`config.mk`:
```
export PLATFORM = sky130hd
export DESIGN_NAME = uart_fifo_ctrl
export DESIGN_NICKNAME = d
export VERILOG_FILES = /design/src/rtl/ufc_pkg.sv /design/src/rtl/byte_fifo.sv /design/src/rtl/ufc_ctrl.sv /design/src/rtl/ufc_rx_trigger.sv /design/src/rtl/uart_fifo_ctrl.sv
export SDC_FILE = /design/constraint.sdc
export NUM_CORES = 1
export LEC_CHECK = 0
export BUFFER_PORTS_ARGS = -buffer_cell sky130_fd_sc_hd__buf_4
export CORE_UTILIZATION = 35
export DETAILED_ROUTE_END_ITERATION = 7
export PLACE_DENSITY = 0.57
export SKIP_LAST_GASP = 1
export SLEW_MARGIN = 40
export SYNTH_ARGS = -nofsm -noshare
export SYNTH_HDL_FRONTEND = slang
export SYNTH_SLANG_ARGS = --single-unit
```
`constraint.sdc`:
```
create_clock -name clk -period 2.86 [get_ports clk]
set_input_delay 0.429 -clock clk [delete_from_list [all_inputs] [get_ports clk]]
set_output_delay 0.429 -clock clk [all_outputs]
set_load 0.1 [all_outputs]
```
`src/rtl/ufc_pkg.sv`:
```
package ufc_pkg;

    typedef enum logic [0:0] {
        CTL_OFF = 1'b0,
        CTL_ON  = 1'b1
    } ctl_state_t;

    // Threshold select to character count; the table is not linear.
    function automatic logic [4:0] thresh_chars(input logic [1:0] sel);
        logic [4:0] n;
        unique case (sel)
            2'd0: n = 5'd1;
            2'd1: n = 5'd4;
            2'd2: n = 5'd8;
            default: n = 5'd14;
        endcase
        return n;
    endfunction

endpackage

```
`src/rtl/byte_fifo.sv`:
```
module byte_fifo #(
    parameter int WIDTH = 8,
    parameter int DEPTH = 16
) (
    input  logic                       clk,
    input  logic                       rst_n,
    input  logic                       flush,
    input  logic                       push,
    input  logic [WIDTH-1:0]           push_data,
    input  logic                       pop,
    output logic [WIDTH-1:0]           head,
    output logic                       full,
    output logic                       empty,
    output logic [$clog2(DEPTH):0]     count
);
    localparam int AW    = $clog2(DEPTH);
    localparam int CNT_W = AW + 1;
    localparam logic [AW-1:0]    LAST = AW'(DEPTH - 1);
    localparam logic [CNT_W-1:0] CAP  = CNT_W'(DEPTH);

    logic [WIDTH-1:0] mem [DEPTH];
    logic [AW-1:0]    wr_ptr, rd_ptr;
    logic             take, give;

    assign full  = (count == CAP);
    assign empty = (count == '0);
    assign take  = push && !full && !flush;
    assign give  = pop && !empty && !flush;
    assign head  = mem[rd_ptr];

    always_ff @(posedge clk) begin
        if (take) mem[wr_ptr] <= push_data;
    end

    always_ff @(posedge clk or negedge rst_n) begin
        if (!rst_n) begin
            wr_ptr <= '0;
            rd_ptr <= '0;
            count  <= '0;
        end else if (flush) begin
            wr_ptr <= '0;
            rd_ptr <= '0;
            count  <= '0;
        end else begin
            if (take) wr_ptr <= (wr_ptr == LAST) ? '0 : wr_ptr + 1'b1;
            if (give) rd_ptr <= (rd_ptr == LAST) ? '0 : rd_ptr + 1'b1;
            unique case ({take, give})
                2'b10:   count <= count + 1'b1;
                2'b01:   count <= count - 1'b1;
                default: count <= count;
            endcase
        end
    end

    assert_flush_empties_R9: assert property (@(posedge clk) disable iff (!rst_n)
        flush |=> (count == '0));
    assert_no_overflow_R10: assert property (@(posedge clk) disable iff (!rst_n)
        count <= CAP);
    assert_full_push_dropped_R10: assert property (@(posedge clk) disable iff (!rst_n)
        (full && push && !pop && !flush) |=> $stable(count));
    assert_empty_pop_ignored_R10: assert property (@(posedge clk) disable iff (!rst_n)
        (empty && pop && !push && !flush) |=> (count == '0));

endmodule

```
`src/rtl/ufc_ctrl.sv`:
```
module ufc_ctrl (
    input  logic       clk,
    input  logic       rst_n,
    input  logic       we,
    input  logic [7:0] wdata,
    output logic       en,
    output logic [1:0] trig_sel,
    output logic       flush_rx,
    output logic       flush_tx,
    output logic [7:0] cfg_value
);
    import ufc_pkg::*;

    localparam int BIT_EN   = 0;
    localparam int BIT_RXCL = 1;
    localparam int BIT_TXCL = 2;
    localparam int TRIG_LO  = 6;

    ctl_state_t state, state_nx;
    logic       toggle, upper_ok;

    assign en       = (state == CTL_ON);
    assign toggle   = we && (wdata[BIT_EN] != en);
    assign upper_ok = we && wdata[BIT_EN];

    // Transitions: GO_ON, GO_OFF, STAY
    always_comb begin
        state_nx = state;
        unique case (state)
            CTL_OFF: if (we && wdata[BIT_EN])  state_nx = CTL_ON;   // GO_ON
            CTL_ON:  if (we && !wdata[BIT_EN]) state_nx = CTL_OFF;  // GO_OFF
            default: state_nx = CTL_OFF;
        endcase
    end

    always_ff @(posedge clk or negedge rst_n) begin
        if (!rst_n) state <= CTL_OFF;
        else        state <= state_nx;
    end

    always_ff @(posedge clk or negedge rst_n) begin
        if (!rst_n) begin
            trig_sel <= 2'd0;
            flush_rx <= 1'b0;
            flush_tx <= 1'b0;
        end else begin
            flush_rx <= toggle || (upper_ok && wdata[BIT_RXCL]);
            flush_tx <= toggle || (upper_ok && wdata[BIT_TXCL]);
            if (upper_ok) trig_sel <= wdata[TRIG_LO +: 2];
        end
    end

    assign cfg_value = {trig_sel, 5'b00000, en};

    assert_toggle_flushes_R3: assert property (@(posedge clk) disable iff (!rst_n)
        (we && (wdata[BIT_EN] != en)) |=> (flush_rx && flush_tx));
    assert_gated_upper_R4: assert property (@(posedge clk) disable iff (!rst_n)
        (we && !wdata[BIT_EN]) |=> $stable(trig_sel));
    assert_rx_clear_R5: assert property (@(posedge clk) disable iff (!rst_n)
        (we && wdata[BIT_EN] && wdata[BIT_RXCL]) |=> flush_rx);
    assert_tx_clear_R6: assert property (@(posedge clk) disable iff (!rst_n)
        (we && wdata[BIT_EN] && wdata[BIT_TXCL]) |=> flush_tx);

endmodule

```
`src/rtl/ufc_rx_trigger.sv`:
```
module ufc_rx_trigger #(
    parameter int CNT_W = 5
) (
    input  logic             clk,
    input  logic             rst_n,
    input  logic             en,
    input  logic [1:0]       trig_sel,
    input  logic [CNT_W-1:0] rx_count,
    output logic             irq
);
    import ufc_pkg::*;

    logic [CNT_W-1:0] level;

    assign level = CNT_W'(thresh_chars(trig_sel));
    assign irq   = en && (rx_count >= level);

    assert_irq_needs_enable_R2: assert property (@(posedge clk) disable iff (!rst_n)
        irq |-> en);
    assert_irq_needs_data_R7: assert property (@(posedge clk) disable iff (!rst_n)
        irq |-> (rx_count != '0));

endmodule

```
`src/rtl/uart_fifo_ctrl.sv`:
```
module uart_fifo_ctrl #(
    parameter int DEPTH = 16
) (
    input  logic                   clk,
    input  logic                   rst_n,
    input  logic                   cfg_we,
    input  logic [7:0]             cfg_wdata,
    output logic [7:0]             cfg_value,
    input  logic                   rx_push,
    input  logic [7:0]             rx_push_data,
    input  logic                   rx_pop,
    output logic [7:0]             rx_pop_data,
    output logic                   rx_full,
    output logic                   rx_empty,
    output logic [$clog2(DEPTH):0] rx_count,
    input  logic                   tx_push,
    input  logic [7:0]             tx_push_data,
    input  logic                   tx_pop,
    output logic [7:0]             tx_pop_data,
    output logic                   tx_full,
    output logic                   tx_empty,
    output logic [$clog2(DEPTH):0] tx_count,
    output logic                   rx_irq
);
    localparam int CNT_W = $clog2(DEPTH) + 1;
    localparam int NQ    = 2;   // 0 = receive, 1 = transmit

    logic       en, flush_rx, flush_tx;
    logic [1:0] trig_sel;

    logic             q_flush [NQ];
    logic             q_push  [NQ];
    logic             q_pop   [NQ];
    logic [7:0]       q_wdata [NQ];
    logic [7:0]       q_head  [NQ];
    logic             q_full  [NQ];
    logic             q_empty [NQ];
    logic [CNT_W-1:0] q_count [NQ];

    ufc_ctrl u_ctrl (
        .clk       (clk),
        .rst_n     (rst_n),
        .we        (cfg_we),
        .wdata     (cfg_wdata),
        .en        (en),
        .trig_sel  (trig_sel),
        .flush_rx  (flush_rx),
        .flush_tx  (flush_tx),
        .cfg_value (cfg_value)
    );

    assign q_flush[0] = flush_rx;
    assign q_flush[1] = flush_tx;
    assign q_push[0]  = rx_push && en;
    assign q_push[1]  = tx_push && en;
    assign q_pop[0]   = rx_pop && en;
    assign q_pop[1]   = tx_pop && en;
    assign q_wdata[0] = rx_push_data;
    assign q_wdata[1] = tx_push_data;

    for (genvar g = 0; g < NQ; g++) begin : g_q
        byte_fifo #(.WIDTH(8), .DEPTH(DEPTH)) u_fifo (
            .clk       (clk),
            .rst_n     (rst_n),
            .flush     (q_flush[g]),
            .push      (q_push[g]),
            .push_data (q_wdata[g]),
            .pop       (q_pop[g]),
            .head      (q_head[g]),
            .full      (q_full[g]),
            .empty     (q_empty[g]),
            .count     (q_count[g])
        );
    end

    assign rx_pop_data = (en && !q_empty[0]) ? q_head[0] : 8'h00;
    assign tx_pop_data = (en && !q_empty[1]) ? q_head[1] : 8'h00;
    assign rx_full     = q_full[0];
    assign tx_full     = q_full[1];
    assign rx_empty    = q_empty[0];
    assign tx_empty    = q_empty[1];
    assign rx_count    = q_count[0];
    assign tx_count    = q_count[1];

    ufc_rx_trigger #(.CNT_W(CNT_W)) u_trig (
        .clk      (clk),
        .rst_n    (rst_n),
        .en       (en),
        .trig_sel (trig_sel),
        .rx_count (q_count[0]),
        .irq      (rx_irq)
    );

    assert_disabled_reads_zero_R2: assert property (@(posedge clk) disable iff (!rst_n)
        !en |-> (rx_pop_data == 8'h00 && tx_pop_data == 8'h00));
    assert_selfclear_bits_R11: assert property (@(posedge clk) disable iff (!rst_n)
        cfg_value[5:1] == 5'b00000);

endmodule

```
After elaboration in Yosys (flattened, before gate mapping)

Memory sizes are Yosys's and may differ from the RTL's.
Cells that the tools add are included.
Widths: inputs -> output; s select.

Register bits after elaboration: 31
Bits in writable memories: 256
Output and inout port bits: 39
Word-level logic and storage cells: 99
Memories kept: 2

Memories:

| memory            | words | bits a word | read ports | clocked after Yosys merged registers in | wr ports | RTL line        | source |
|---|---|---|---|---|---|---|---|
| g_q[0].u_fifo.mem | 16    | 8           | 1          | 0                                       | 1        | byte_fifo.sv:21 | `logic [WIDTH-1:0] mem [DEPTH];` |
| g_q[1].u_fifo.mem | 16    | 8           | 1          | 0                                       | 1        | byte_fifo.sv:21 |  |

Add/subtract/negate cells: 8
Order comparisons: 1
Equality and inequality tests: 13
Multiplexer cells: 26
Bitwise gates (word level): 1
Reductions and logical operators: 38

Operator list:

| cell                | count |
|---|---|
| $mux 4              | 12 |
| $logic_and 1x1->1   | 20 |
| $pmux 5 s2          | 2 |
| $add 4x1->4 const B | 4 |
| $eq 4x4->1 const B  | 4 |
| $mux 8              | 2 |
| $pmux 4 s3          | 1 |
| $add 5x1->5 const B | 2 |
| $eq 5x5->1 const B  | 2 |
| $logic_not 5->1     | 2 |
| $mux 5              | 2 |
| $sub 5x1->5 const B | 2 |
| $reduce_bool 2->1   | 4 |
| $logic_not 1->1     | 7 |
| $eq 2x1->1 const B  | 3 |
| $eq 2x2->1 const B  | 3 |
| $mux 1              | 6 |
| $reduce_bool 3->1   | 2 |
| $ge 5x4->1          | 1 |
| $logic_not 2->1     | 1 |
| $logic_or 1x1->1    | 2 |
| $pmux 1 s2          | 1 |
| $ne 1x1->1          | 1 |
| $not 1->1           | 1 |

Logic depth before layout (Yosys ltp)

Depth after elaboration: 7
Depth in mapped cells: 11

By module

A second synthesis with hierarchy kept.

Cells, all modules: 787
Area, all modules: 12,334.3 µm²

Modules (own cells, without submodules):

| module         | times used | cells each | area an instance (µm²) |
|---|---|---|---|
| byte_fifo      | 2          | 363        | 5,895.7 |
| ufc_ctrl       | 1          | 24         | 259.0 |
| uart_fifo_ctrl | 1          | 22         | 175.2 |
| ufc_rx_trigger | 1          | 15         | 108.9 |

Least setup slack after synthesis

No wires, ideal clock.

Path type: register -> output
From: register g_q[0].u_fifo.count[0]
To: output port rx_irq
Arrival: 3.323 ns
Setup slack: -0.892 ns
Cell stages (with the launch flop): 9
Cells stage by stage: dfrtp_1 > clkbuf_2 > inv_1 > ha_1 > nand2b_1 > a21oi_1 > nor2b_1 > o21ai_0 > a21oi_1

Longest elaborated chain between the ends: 2

Ends and longest elaborated chain:

| element                | RTL line             | source |
|---|---|---|
| start, declared        | byte_fifo.sv:14      | `output logic [$clog2(DEPTH):0] count` |
| start signal, assigned | byte_fifo.sv:48      | `2'b10: count <= count + 1'b1;` |
| start signal, assigned | byte_fifo.sv:49      | `2'b01: count <= count - 1'b1;` |
| start signal, assigned | byte_fifo.sv:50      | `default: count <= count;` |
| $ge 5x4->1             | ufc_rx_trigger.sv:16 | `assign irq = en && (rx_count >= level);` |
| $logic_and 1x1->1      | ufc_rx_trigger.sv:16 |  |
| end, declared          | uart_fifo_ctrl.sv:23 | `output logic rx_irq` |

No other way between the ends.

Worst setup path in the final report

From: register g_q[0].u_fifo.rd_ptr[0]
To: output port rx_pop_data[1]

Longest elaborated chain between the ends: 2

Ends and longest elaborated chain:

| element                | RTL line             | source |
|---|---|---|
| start, declared        | byte_fifo.sv:22      | `logic [AW-1:0] wr_ptr, rd_ptr;` |
| start signal, assigned | byte_fifo.sv:46      | `if (give) rd_ptr <= (rd_ptr == LAST) ? '0 : rd_ptr + 1'b1;` |
| $mem_v2 16x8           | --                   |  |
| $mux 8                 | uart_fifo_ctrl.sv:76 | `assign rx_pop_data = (en && !q_empty[0]) ? q_head[0] : 8'h00;` |
| end, declared          | uart_fifo_ctrl.sv:12 | `output logic [7:0] rx_pop_data,` |

No other way between the ends.

==> run summary <==
Placed cell area -> 13500 um2
# DRC -> 0
# diodes -> 0
Die footprint -> 35700 um2
Non-Filler Instances -> 1261
Total track usage -> 14.0%
Final instance area -> 14900 um2
Initial core utilization -> 35.5%
CTS Buf Count -> 31
WP buf/inv -> 3
Final HPWL DP -> 16000 um
Vias in the first global route -> 6566
Post-Route WL -> 24100 um
# fillers -> 3023
First-pass GRT wire length -> 38600 um
Max_cap viols -> 0
Yosys cell types -> 56
CP max stage delay -> 0.51 ns
Worst-path clk slew -> 0.06 ns
Initial antenna violation count -> 0
Buffers on Ports -> 61
Crit path max-delay family -> multiplexers
Post-Syn Area -> 12200 um2
RSZ-0062 raised after global routing -> yes
HP Class -> primary input to register
Fmax -> 328 MHz
Critical path type -> register to primary output
Synth warn -> 0
Hold Startpoint -> cfg_we
Area Growth Syn to Fin -> 22.1%
Met3 Use GR -> 2.13%
WHS -> 0.0663 ns
Avg Cell Area, Syn -> 18.1 um2
Critical path data arrival time -> 2.62 ns
Status -> finished, violations left
Fin crit share -> 106%
Worst clock skew -> 0.0163 ns
CP Launch Type -> register
Clk_lat worst skew -> 0.56 ns
Final slew viol count -> 0
Number of flops mapped to enable cells by yosys -> 256
GR Util met2 -> 24.0%
Top fanout value on the critical path -> 6
Reg-to-Reg Start -> g_q[0].u_fifo.count[1]$_DFFE_PN0P_
Slew HR -> 47.0%
Vias -> 6274
Die X -> 189 um
# setup viols final -> 16
Main area contributors after synthesis -> edfxtp_1 63%, mux4_2 15%, dfrtp_1 6.3%, ha_1 1.7%, nor2_1 1.2%
Clock period minus worst slack -> 3.04 ns
Crit end category -> primary output
Drt pass-1 iters -> 4
Largest net degree at the start of global routing -> 37
Post-synth top area share -> 62.9%
Leading register cell type out of synthesis -> edfxtp_1
GP Congestion -> 0.782
Via-per-instance ratio -> 4.98
Pwr per Cell Area -> 910 nW/um2
Worst slew pin tran -> 0.792 ns
Worst setup margin -> -0.184 ns
Critical-path cell list -> buf_6, buf_12, mux4_2, mux4_2, and2b_1, buf_12
# IOs -> 70
Rows -> 68
GR met1 Demand/Resource -> 18.5%
Hold depth -> 2
Reg2Reg Setup Slack -> 0.15 ns
Async SR Flop Fraction -> 10.8%
Lkg Pwr -> 4.99 nW
Worst R2R End -> g_q[0].u_fifo.count[4]$_DFFE_PN0P_
CTS tree -> done
Routed len/inst -> 19.1 um
Reg2reg path depth -> 9
Seq/Total Area, Yosys -> 69.2%
Initial DRC count -> 392
CTS H-tree depth -> 1
Die Ht -> 189 um
Cells after synthesis -> 677
Reg area -> 8490 um2
GRT overflow -> 0
Busiest grt layer -> met2
Max VDD drop -> 547 uV
Failing checks -> setup timing
Yosys top cell by area -> edfxtp_1
Fin. Hold Viols -> 0
Pwr Total -> 13.6 mW
Multi-input gate area in the final layout -> 3630 um2
CTS Buffer Depth -> 3
Nets -> 829
Crit path required time -> 2.43 ns
Antenna viol nets, final -> 0
Share of cells above drive strength 1 -> 34.2%
Total core area -> 34500 um2
Crit-path slowest cell -> mux4_2
Crit path depth -> 6
Cells after DPL -> 1187
Clock Root Buffer -> clkbuf_16
Seq cells post-synth -> 287
Clock sinks -> 287
registers in the layout, indices dropped and copies added (netlist names), named ones only:
signal and count:
g_q.u_fifo.mem 256, g_q.u_fifo.count 10, g_q.u_fifo.rd_ptr 8, g_q.u_fifo.wr_ptr 8, u_ctrl.trig_sel 2, u_ctrl.flush_rx 1
u_ctrl.flush_tx 1
worst max path at each step:
stage                                                   start                                 end  slack (ns)
after floorplan            g_q[0].u_fifo.count[4]$_DFFE_PN0P_  g_q[0].u_fifo.count[4]$_DFFE_PN0P_       -0.30
after global placement     g_q[0].u_fifo.count[1]$_DFFE_PN0P_  g_q[0].u_fifo.count[4]$_DFFE_PN0P_        0.11
after detailed placement   g_q[0].u_fifo.count[1]$_DFFE_PN0P_  g_q[0].u_fifo.count[4]$_DFFE_PN0P_        0.11
after CTS                 g_q[1].u_fifo.rd_ptr[0]$_DFFE_PN0P_                      tx_pop_data[3]       -0.24
after global routing      g_q[0].u_fifo.rd_ptr[0]$_DFFE_PN0P_                      rx_pop_data[2]       -0.27
final                     g_q[0].u_fifo.rd_ptr[0]$_DFFE_PN0P_                      rx_pop_data[1]       -0.18
cell type report:
cell class	instances	share of cell area, %
clock buffers	45	5.68
clock inverters	13	0.956
inverters	18	0.453
multi-input cells	337	24.3
flip-flops and latches	287	56.9
well taps	455	3.81
repair buffers	106	7.91
per-layer routing:
metal  vias up  share of wire (%)  wire length, um
met5         -                  0                0
met4         0                2.2              520
met3        40                3.5              836
met2       108                 50            12100
met1      3236                 44            10600
li1       2890                  -                -
what timing repair did:
action / CTS / global route
hold buffers: 1 / 0
setup buffers: 10 / 3
gates resized for setup: 52 / 16
endpoints found under the setup margin: 16 / 18
pin swaps: 1 / 1
hold endpoints to repair: 31 / 0
gates cloned: 4 / 1
cell usage after synthesis (5+ instances only):
cell type,count
dfrtp_1,31
nand2_1,31
nor2b_1,11
xnor2_1,7
a211oi_1,8
o21ai_0,14
clkbuf_1,16
a21oi_1,20
ha_1,17
nor2_1,40
buf_4,7
nand3_1,7
and2_1,23
edfxtp_1,256
mux4_2,80
inv_1,18
and2b_1,8
nor3_1,5
buf_2,10
power by group:
group          total (mW)  switching [mW]  internal, mW
registers            4.84           0.121          4.72
clock network        3.87            1.56          2.32
logic                4.87            2.84          2.04
worst register-to-register path, cell delays in order, from the launching register on:
cell and delay (ns):
dfrtp_4 0.47, or4_4 0.56, a21oi_4 0.17, nand2_1 0.09, xnor2_1 0.14, ha_2 0.19
or4_1 0.41, a211oi_2 0.18, o21ai_2 0.08, mux2_4 0.31
cells by family (layout without fill, tap and decap cells):
logic type	after synthesis	count (layout)	share of synthesized area, %
flip-flops	287	287	69.2
AND/OR/NAND/NOR	153	153	6.71
multiplexers	89	89	15.6
AO/OA/AOI/OAI	62	62	3.59
buffers and inverters	57	182	2.26
adder cells (fa/ha/maj)	17	17	1.74
XOR/XNOR	11	11	0.788
other	1	5	0.0307
cells in the final DEF (no fill, tap or decap), drive strengths merged, types with 3 or more instances in the layout:
cell type and n:
a211oi 8, a21o 3, a21oi 20, a31oi 4, and2 23, and2b 8, and3 5, buf 104
bufinv 3, clkbuf 46, clkinv 7, conb 5, dfrtp 31, edfxtp 256, ha 17, inv 19
mux2 4, mux2i 5, mux4 80, nand2 31, nand3 7, nor2 40, nor2b 11, nor3 5
nor4 4, nor4b 3, o21ai 17, or3 3, or4 3, xnor2 7, xor2 4
through the flow:
stage	TNS, ns	setup WS (ns)	utilization [%]
3_5_place_dp	0	0.113	39.0
3_3_place_gp	0	0.110	39.0
2_1_floorplan	-0.444	-0.296	-
6_report	-2.15	-0.184	43.3
5_1_grt	-3.46	-0.266	43.3
4_1_cts	-3.45	-0.241	43.1
(Power assumes the default switching activity.)
